## src/rtl/tic_pkg.sv

```systemverilog
package tic_pkg;
    localparam int REG_W   = 8;
    localparam int NUM_TMR = 2;
    localparam int NUM_EXT = 2;

    typedef enum logic {
        PIN_IDLE   = 1'b0,
        PIN_ACTIVE = 1'b1
    } pin_state_e;

    function automatic int tf_pos(input int i);
        return 5 + 2 * i;
    endfunction

    function automatic int tr_pos(input int i);
        return 4 + 2 * i;
    endfunction

    function automatic int ie_pos(input int i);
        return 1 + 2 * i;
    endfunction

    function automatic int it_pos(input int i);
        return 2 * i;
    endfunction
endpackage

```

## src/rtl/tic_tmr_chan.sv

```systemverilog
module tic_tmr_chan (
    input  logic clk,
    input  logic rst_n,
    input  logic ovf,
    input  logic ack,
    input  logic wr_flag,
    input  logic wd_flag,
    input  logic wr_run,
    input  logic wd_run,
    output logic flag,
    output logic run
);
    logic flag_q, flag_d;
    logic run_q;

    always_comb begin
        flag_d = flag_q;
        if (wr_flag) flag_d = wd_flag;
        if (ack)     flag_d = 1'b0;
        if (ovf)     flag_d = 1'b1;
    end

    always_ff @(posedge clk or negedge rst_n) begin
        if (!rst_n) begin
            flag_q <= 1'b0;
            run_q  <= 1'b0;
        end else begin
            flag_q <= flag_d;
            if (wr_run) run_q <= wd_run;
        end
    end

    assign flag = flag_q;
    assign run  = run_q;


    ovf_sets_chk: assert property (@(posedge clk) disable iff (!rst_n)
        ovf |=> flag_q);


    ack_clears_chk: assert property (@(posedge clk) disable iff (!rst_n)
        (ack && !ovf) |=> !flag_q);


    run_write_chk: assert property (@(posedge clk) disable iff (!rst_n)
        wr_run |=> (run_q == $past(wd_run)));
endmodule

```

## src/rtl/tic_ext_chan.sv

```systemverilog
module tic_ext_chan
    import tic_pkg::*;
#(
    parameter int SYNC_STAGES = 2
) (
    input  logic clk,
    input  logic rst_n,
    input  logic pin,
    input  logic pol,
    input  logic edge_mode,
    input  logic ack,
    input  logic wr_flag,
    input  logic wd_flag,
    output logic flag
);
    logic [SYNC_STAGES-1:0] sync_q;
    logic                   active;
    logic                   rise;
    pin_state_e             state_q, state_d;
    logic                   flag_q, flag_d;

    always_ff @(posedge clk or negedge rst_n) begin
        if (!rst_n) sync_q <= '0;
        else        sync_q <= {sync_q[SYNC_STAGES-2:0], pin};
    end

    assign active = pol ? sync_q[SYNC_STAGES-1] : ~sync_q[SYNC_STAGES-1];

    always_ff @(posedge clk or negedge rst_n) begin
        if (!rst_n) state_q <= PIN_IDLE;
        else        state_q <= state_d;
    end

    always_comb begin
        state_d = state_q;
        rise    = 1'b0;
        unique case (state_q)
            PIN_IDLE: begin
                if (active) begin
                    state_d = PIN_ACTIVE;
                    rise    = 1'b1;
                end
            end
            PIN_ACTIVE: begin
                if (!active) state_d = PIN_IDLE;
            end
        endcase
    end

    always_comb begin
        if (!edge_mode) begin
            flag_d = active;
        end else begin
            flag_d = flag_q;
            if (wr_flag) flag_d = wd_flag;
            if (ack)     flag_d = 1'b0;
            if (rise)    flag_d = 1'b1;
        end
    end

    always_ff @(posedge clk or negedge rst_n) begin
        if (!rst_n) flag_q <= 1'b0;
        else        flag_q <= flag_d;
    end

    assign flag = flag_q;


    edge_set_chk: assert property (@(posedge clk) disable iff (!rst_n)
        (edge_mode && rise) |=> flag_q);


    level_track_chk: assert property (@(posedge clk) disable iff (!rst_n)
        !edge_mode |=> (flag_q == $past(active)));


    edge_ack_chk: assert property (@(posedge clk) disable iff (!rst_n)
        (edge_mode && ack && !rise) |=> !flag_q);
endmodule

```

## src/rtl/tmr_irq_ctl.sv

```systemverilog
module tmr_irq_ctl
    import tic_pkg::*;
#(
    parameter int SYNC_STAGES = 2
) (
    input  logic             clk,
    input  logic             rst_n,
    input  logic [REG_W-1:0] wr_mask,
    input  logic [REG_W-1:0] wr_data,
    output logic [REG_W-1:0] rd_data,
    input  logic [1:0]       tmr_ovf,
    input  logic [1:0]       vec_ack_tmr,
    input  logic [1:0]       ext_pin,
    input  logic [1:0]       ext_pol,
    input  logic [1:0]       vec_ack_ext,
    output logic [1:0]       tmr_run,
    output logic [3:0]       irq_req
);
    logic [NUM_TMR-1:0] tf, tr;
    logic [NUM_EXT-1:0] ie, mode_q;

    for (genvar i = 0; i < NUM_TMR; i++) begin : g_tmr
        tic_tmr_chan u_tmr (
            .clk     (clk),
            .rst_n   (rst_n),
            .ovf     (tmr_ovf[i]),
            .ack     (vec_ack_tmr[i]),
            .wr_flag (wr_mask[tf_pos(i)]),
            .wd_flag (wr_data[tf_pos(i)]),
            .wr_run  (wr_mask[tr_pos(i)]),
            .wd_run  (wr_data[tr_pos(i)]),
            .flag    (tf[i]),
            .run     (tr[i])
        );
    end

    for (genvar i = 0; i < NUM_EXT; i++) begin : g_ext
        always_ff @(posedge clk or negedge rst_n) begin
            if (!rst_n)                   mode_q[i] <= 1'b0;
            else if (wr_mask[it_pos(i)])  mode_q[i] <= wr_data[it_pos(i)];
        end

        tic_ext_chan #(.SYNC_STAGES(SYNC_STAGES)) u_ext (
            .clk       (clk),
            .rst_n     (rst_n),
            .pin       (ext_pin[i]),
            .pol       (ext_pol[i]),
            .edge_mode (mode_q[i]),
            .ack       (vec_ack_ext[i]),
            .wr_flag   (wr_mask[ie_pos(i)]),
            .wd_flag   (wr_data[ie_pos(i)]),
            .flag      (ie[i])
        );
    end

    always_comb begin
        rd_data = '0;
        for (int i = 0; i < NUM_TMR; i++) begin
            rd_data[tf_pos(i)] = tf[i];
            rd_data[tr_pos(i)] = tr[i];
        end
        for (int i = 0; i < NUM_EXT; i++) begin
            rd_data[ie_pos(i)] = ie[i];
            rd_data[it_pos(i)] = mode_q[i];
        end
    end

    assign tmr_run = tr;
    assign irq_req = {tf[1], tf[0], ie[1], ie[0]};


    mode_write_chk: assert property (@(posedge clk) disable iff (!rst_n)
        wr_mask[0] |=> (rd_data[0] == $past(wr_data[0])));
endmodule

```

## config.mk

```make
export PLATFORM = sky130hd
export DESIGN_NAME = tmr_irq_ctl
export DESIGN_NICKNAME = d
export VERILOG_FILES = /design/src/rtl/tic_pkg.sv /design/src/rtl/tic_tmr_chan.sv /design/src/rtl/tic_ext_chan.sv /design/src/rtl/tmr_irq_ctl.sv
export SDC_FILE = /design/constraint.sdc
export NUM_CORES = 1
export LEC_CHECK = 0
export BUFFER_PORTS_ARGS = -buffer_cell sky130_fd_sc_hd__buf_4
export CAP_MARGIN = 20
export CORE_MARGIN = 4
export CORE_UTILIZATION = 38
export DETAILED_ROUTE_END_ITERATION = 10
export GPL_ROUTABILITY_DRIVEN = 0
export PLACE_DENSITY = 0.87
export SLEW_MARGIN = 40
export SYNTH_ARGS = -nofsm -noshare
export SYNTH_HDL_FRONTEND = slang
export SYNTH_HIERARCHICAL = 1
export SYNTH_SLANG_ARGS = --single-unit
```

## constraint.sdc

```tcl
create_clock -name clk -period 1.2 [get_ports clk]
set_input_delay 0.24 -clock clk [delete_from_list [all_inputs] [get_ports clk]]
set_output_delay 0.24 -clock clk [all_outputs]
set_load 0.02 [all_outputs]
```

==> flow_metrics.tcl <==
set metrics [dict create \
    status "complete, no violations" \
    clkTransAtPathRegs_ps 80 \
    overflow 0 \
    io_buffers 41 \
    cp-start-kind "flop" \
    drive_gt1_frac 0.649 \
    place_ws_ps 180 \
    cp_top_family "flip-flops" \
    worst-path-buf-inv 1 \
    clkSinkCount 14 \
    rsz0062_at_grt "false" \
    slowest_delay_ps 420 \
    cts_post_setup_buffers_inserted 0 \
    vias 438 \
    synth_compound_area_frac 0.0611 \
    start_util 0.419 \
    finalMaxSlewViolations 0 \
    core_um2 1370 \
    yosys.area_share.adder 0 \
    met2WireLength_um 667 \
    area_growth_pct 54.8 \
    hp-class "primary input to flop" \
    wl_per_cell_um 13.7 \
    slowest_stage "dfrtp_1" \
    fmax_ghz 0.904 \
    yosysUniqueCellTypes 9 \
    yosys.area_share.simple 0.0131 \
    drtAntennaViolNets 0 \
    grt_pass1_vias 457 \
    die_h_um 46.8 \
    hold_violations 0 \
    muxShareOfSynthArea 0.192 \
    synthXorXnorAreaFrac 0.0306 \
    crit_chain "buf_4" \
    synth.area.top_cells "dfrtp_1 61%, mux2_4 16%, buf_4 7.9%" \
    highest_layer "met4" \
    max_slew_margin 0.867 \
    ios 42 \
    grt_pass1_wl_mm 1.84 \
    nNetsFinal 107 \
    wl_met1_um 427 \
    yosysTopAreaCell "dfrtp_1" \
    clockBufferDepth 2 \
    cts_buffers 3 \
    final.setup_skew_ps 0.580 \
    finalSetupTns_ps 0 \
    antenna_found_initial 0 \
    dieArea_um2 2190 \
    synth_fp_nets 66 \
    htreeDepth 1 \
    crit_type "flop to primary output" \
    grt_max_degree 15 \
    yosys_register_bits 14 \
    synth_top_area_frac 0.611 \
    crit_arrival_ps 870 \
    track_usage 0.129 \
    period_minus_slack_ps 1110 \
    synth_area_um2 573 \
    vias_per_cell 4.76 \
    power_density_nw_per_um2 1240 \
    die_w_um 46.8 \
    netlist_instances 38 \
    dr_wl_met3_um 150 \
    drc 0 \
    cts_tree "yes" \
    power.leakage_nw 0.468 \
    ys_warn_count 6 \
    clk_latency_ps 270 \
    vdd_drop_max_uv 733 \
    maxCapViolCount 0 \
    dr.first_iter.drc_count 0 \
    fin_ws_ps 93.8 \
    crit_fanout 4 \
    rows 13 \
    finish.utilization 0.649 \
    synth_top_family_by_area "multiplexers" \
    critPathRequiredTime_ps 960 \
    drt-pass1-iter-count 1 \
    ys_seq_area_frac 0.611 \
    worst_pin_slew_ps 198 \
    cts_root_buffer "clkbuf_4" \
    diodes 0 \
    end_kind "primary output" \
    min_period_over_period 0.922 \
    post_synth.cell_area_avg_um2 15.1 \
    drt_wl_total_mm 1.26 \
    final-setup-viol-count 0 \
]
-- synth_stat cells --
master	instances
dfrtp_1	14
buf_4	6
mux2_4	6
a32o_1	2
inv_1	2
mux2i_1	2
nand2_1	2
o21bai_1	2
xnor2_1	2
-- sequential cells by signal, summed over array words and instances (netlist names) --
| signal | flops |
|---|---|
| g_ext.u_ext/sync_q | 4 |
| g_tmr.u_tmr/run | 2 |
| rd_data | 2 |
| g_ext.u_ext/flag | 2 |
| g_tmr.u_tmr/flag | 2 |
| g_ext.u_ext/state_q | 2 |
-- cells by family (layout without fill, tap and decap cells) --
group	after synthesis	in the layout
multiplexers	8	8
buffers and inverters	8	47
AND/OR/NAND/NOR	2	2
AO/OA/AOI/OAI	4	4
flip-flops	14	14
XOR/XNOR	2	2
-- placed cells by master, fill, tap and decap left out --
cell and instances:
a32o_1 2, buf_4 41, mux2i_1 2, inv_1 2, nand2_1 2, clkbuf_4 3, xnor2_1 2, mux2_4 6
dlygate4sd3_1 1, o21bai_1 2, dfrtp_1 14
-- path summary, 6_finish.rpt --
kind                                     startpoint                       end  slack [ps]  depth (start not counted)
max                                      rd_data[0]                rd_data[0]          90                          1
min                                      ext_pin[0]  g_ext[0].u_ext/sync_q[0]          70                          1
max reg2reg                     g_ext[1].u_ext/flag       g_ext[1].u_ext/flag         170                          2
min reg2reg                g_ext[1].u_ext/sync_q[0]  g_ext[1].u_ext/sync_q[1]         350                          0
max in group asynchronous                     rst_n    g_ext[1].u_ext/state_q         690                          2
min in group asynchronous                     rst_n       g_ext[0].u_ext/flag         340                          2
-- power by group --
| group | internal (W) | switching [W] | total [W] |
|---|---|---|---|
| clock network | 0.000116 | 0.000140 | 0.000256 |
| registers | 0.000514 | 0.0000289 | 0.000543 |
| logic | 0.000171 | 0.000127 | 0.000298 |
-- final cells by class --
class | instances | area (µm²)
Clock buffer | 3 | 22.5
Fill cell | 111 | 479
Inverter | 2 | 7.51
Multi-Input combinational cell | 16 | 170
Sequential cell | 14 | 350
Tap cell | 15 | 18.8
Timing Repair Buffer | 42 | 318
-- through the flow --
stage / hold slack, ps / area (µm²) / std cells / power (W)
floorplan: -55.6 / 573 / 38 / 0.000708
global placement: 93.1 / 855 / 88 / 0.000841
detailed placement: 100 / 855 / 88 / 0.000852
CTS: 57.4 / 887 / 92 / 0.00111
global route: 52.5 / 887 / 92 / 0.00115
finish: 66.8 / 887 / 92 / 0.00110
-- layer usage --
layer | GRT usage | up-vias
li1 | - | 202
met1 | 0.137 | 207
met2 | 0.209 | 27
met3 | 0.0421 | 2
met4 | 0.0994 | 0
met5 | 0 | -
-- repair_timing --
action / 4_1_cts / 5_1_grt
hold endpoints to repair: 14 / 0
resized for setup: 0 / 0
hold buffers: 1 / 0
No activity file was read; power rests on OpenSTA's default activity.
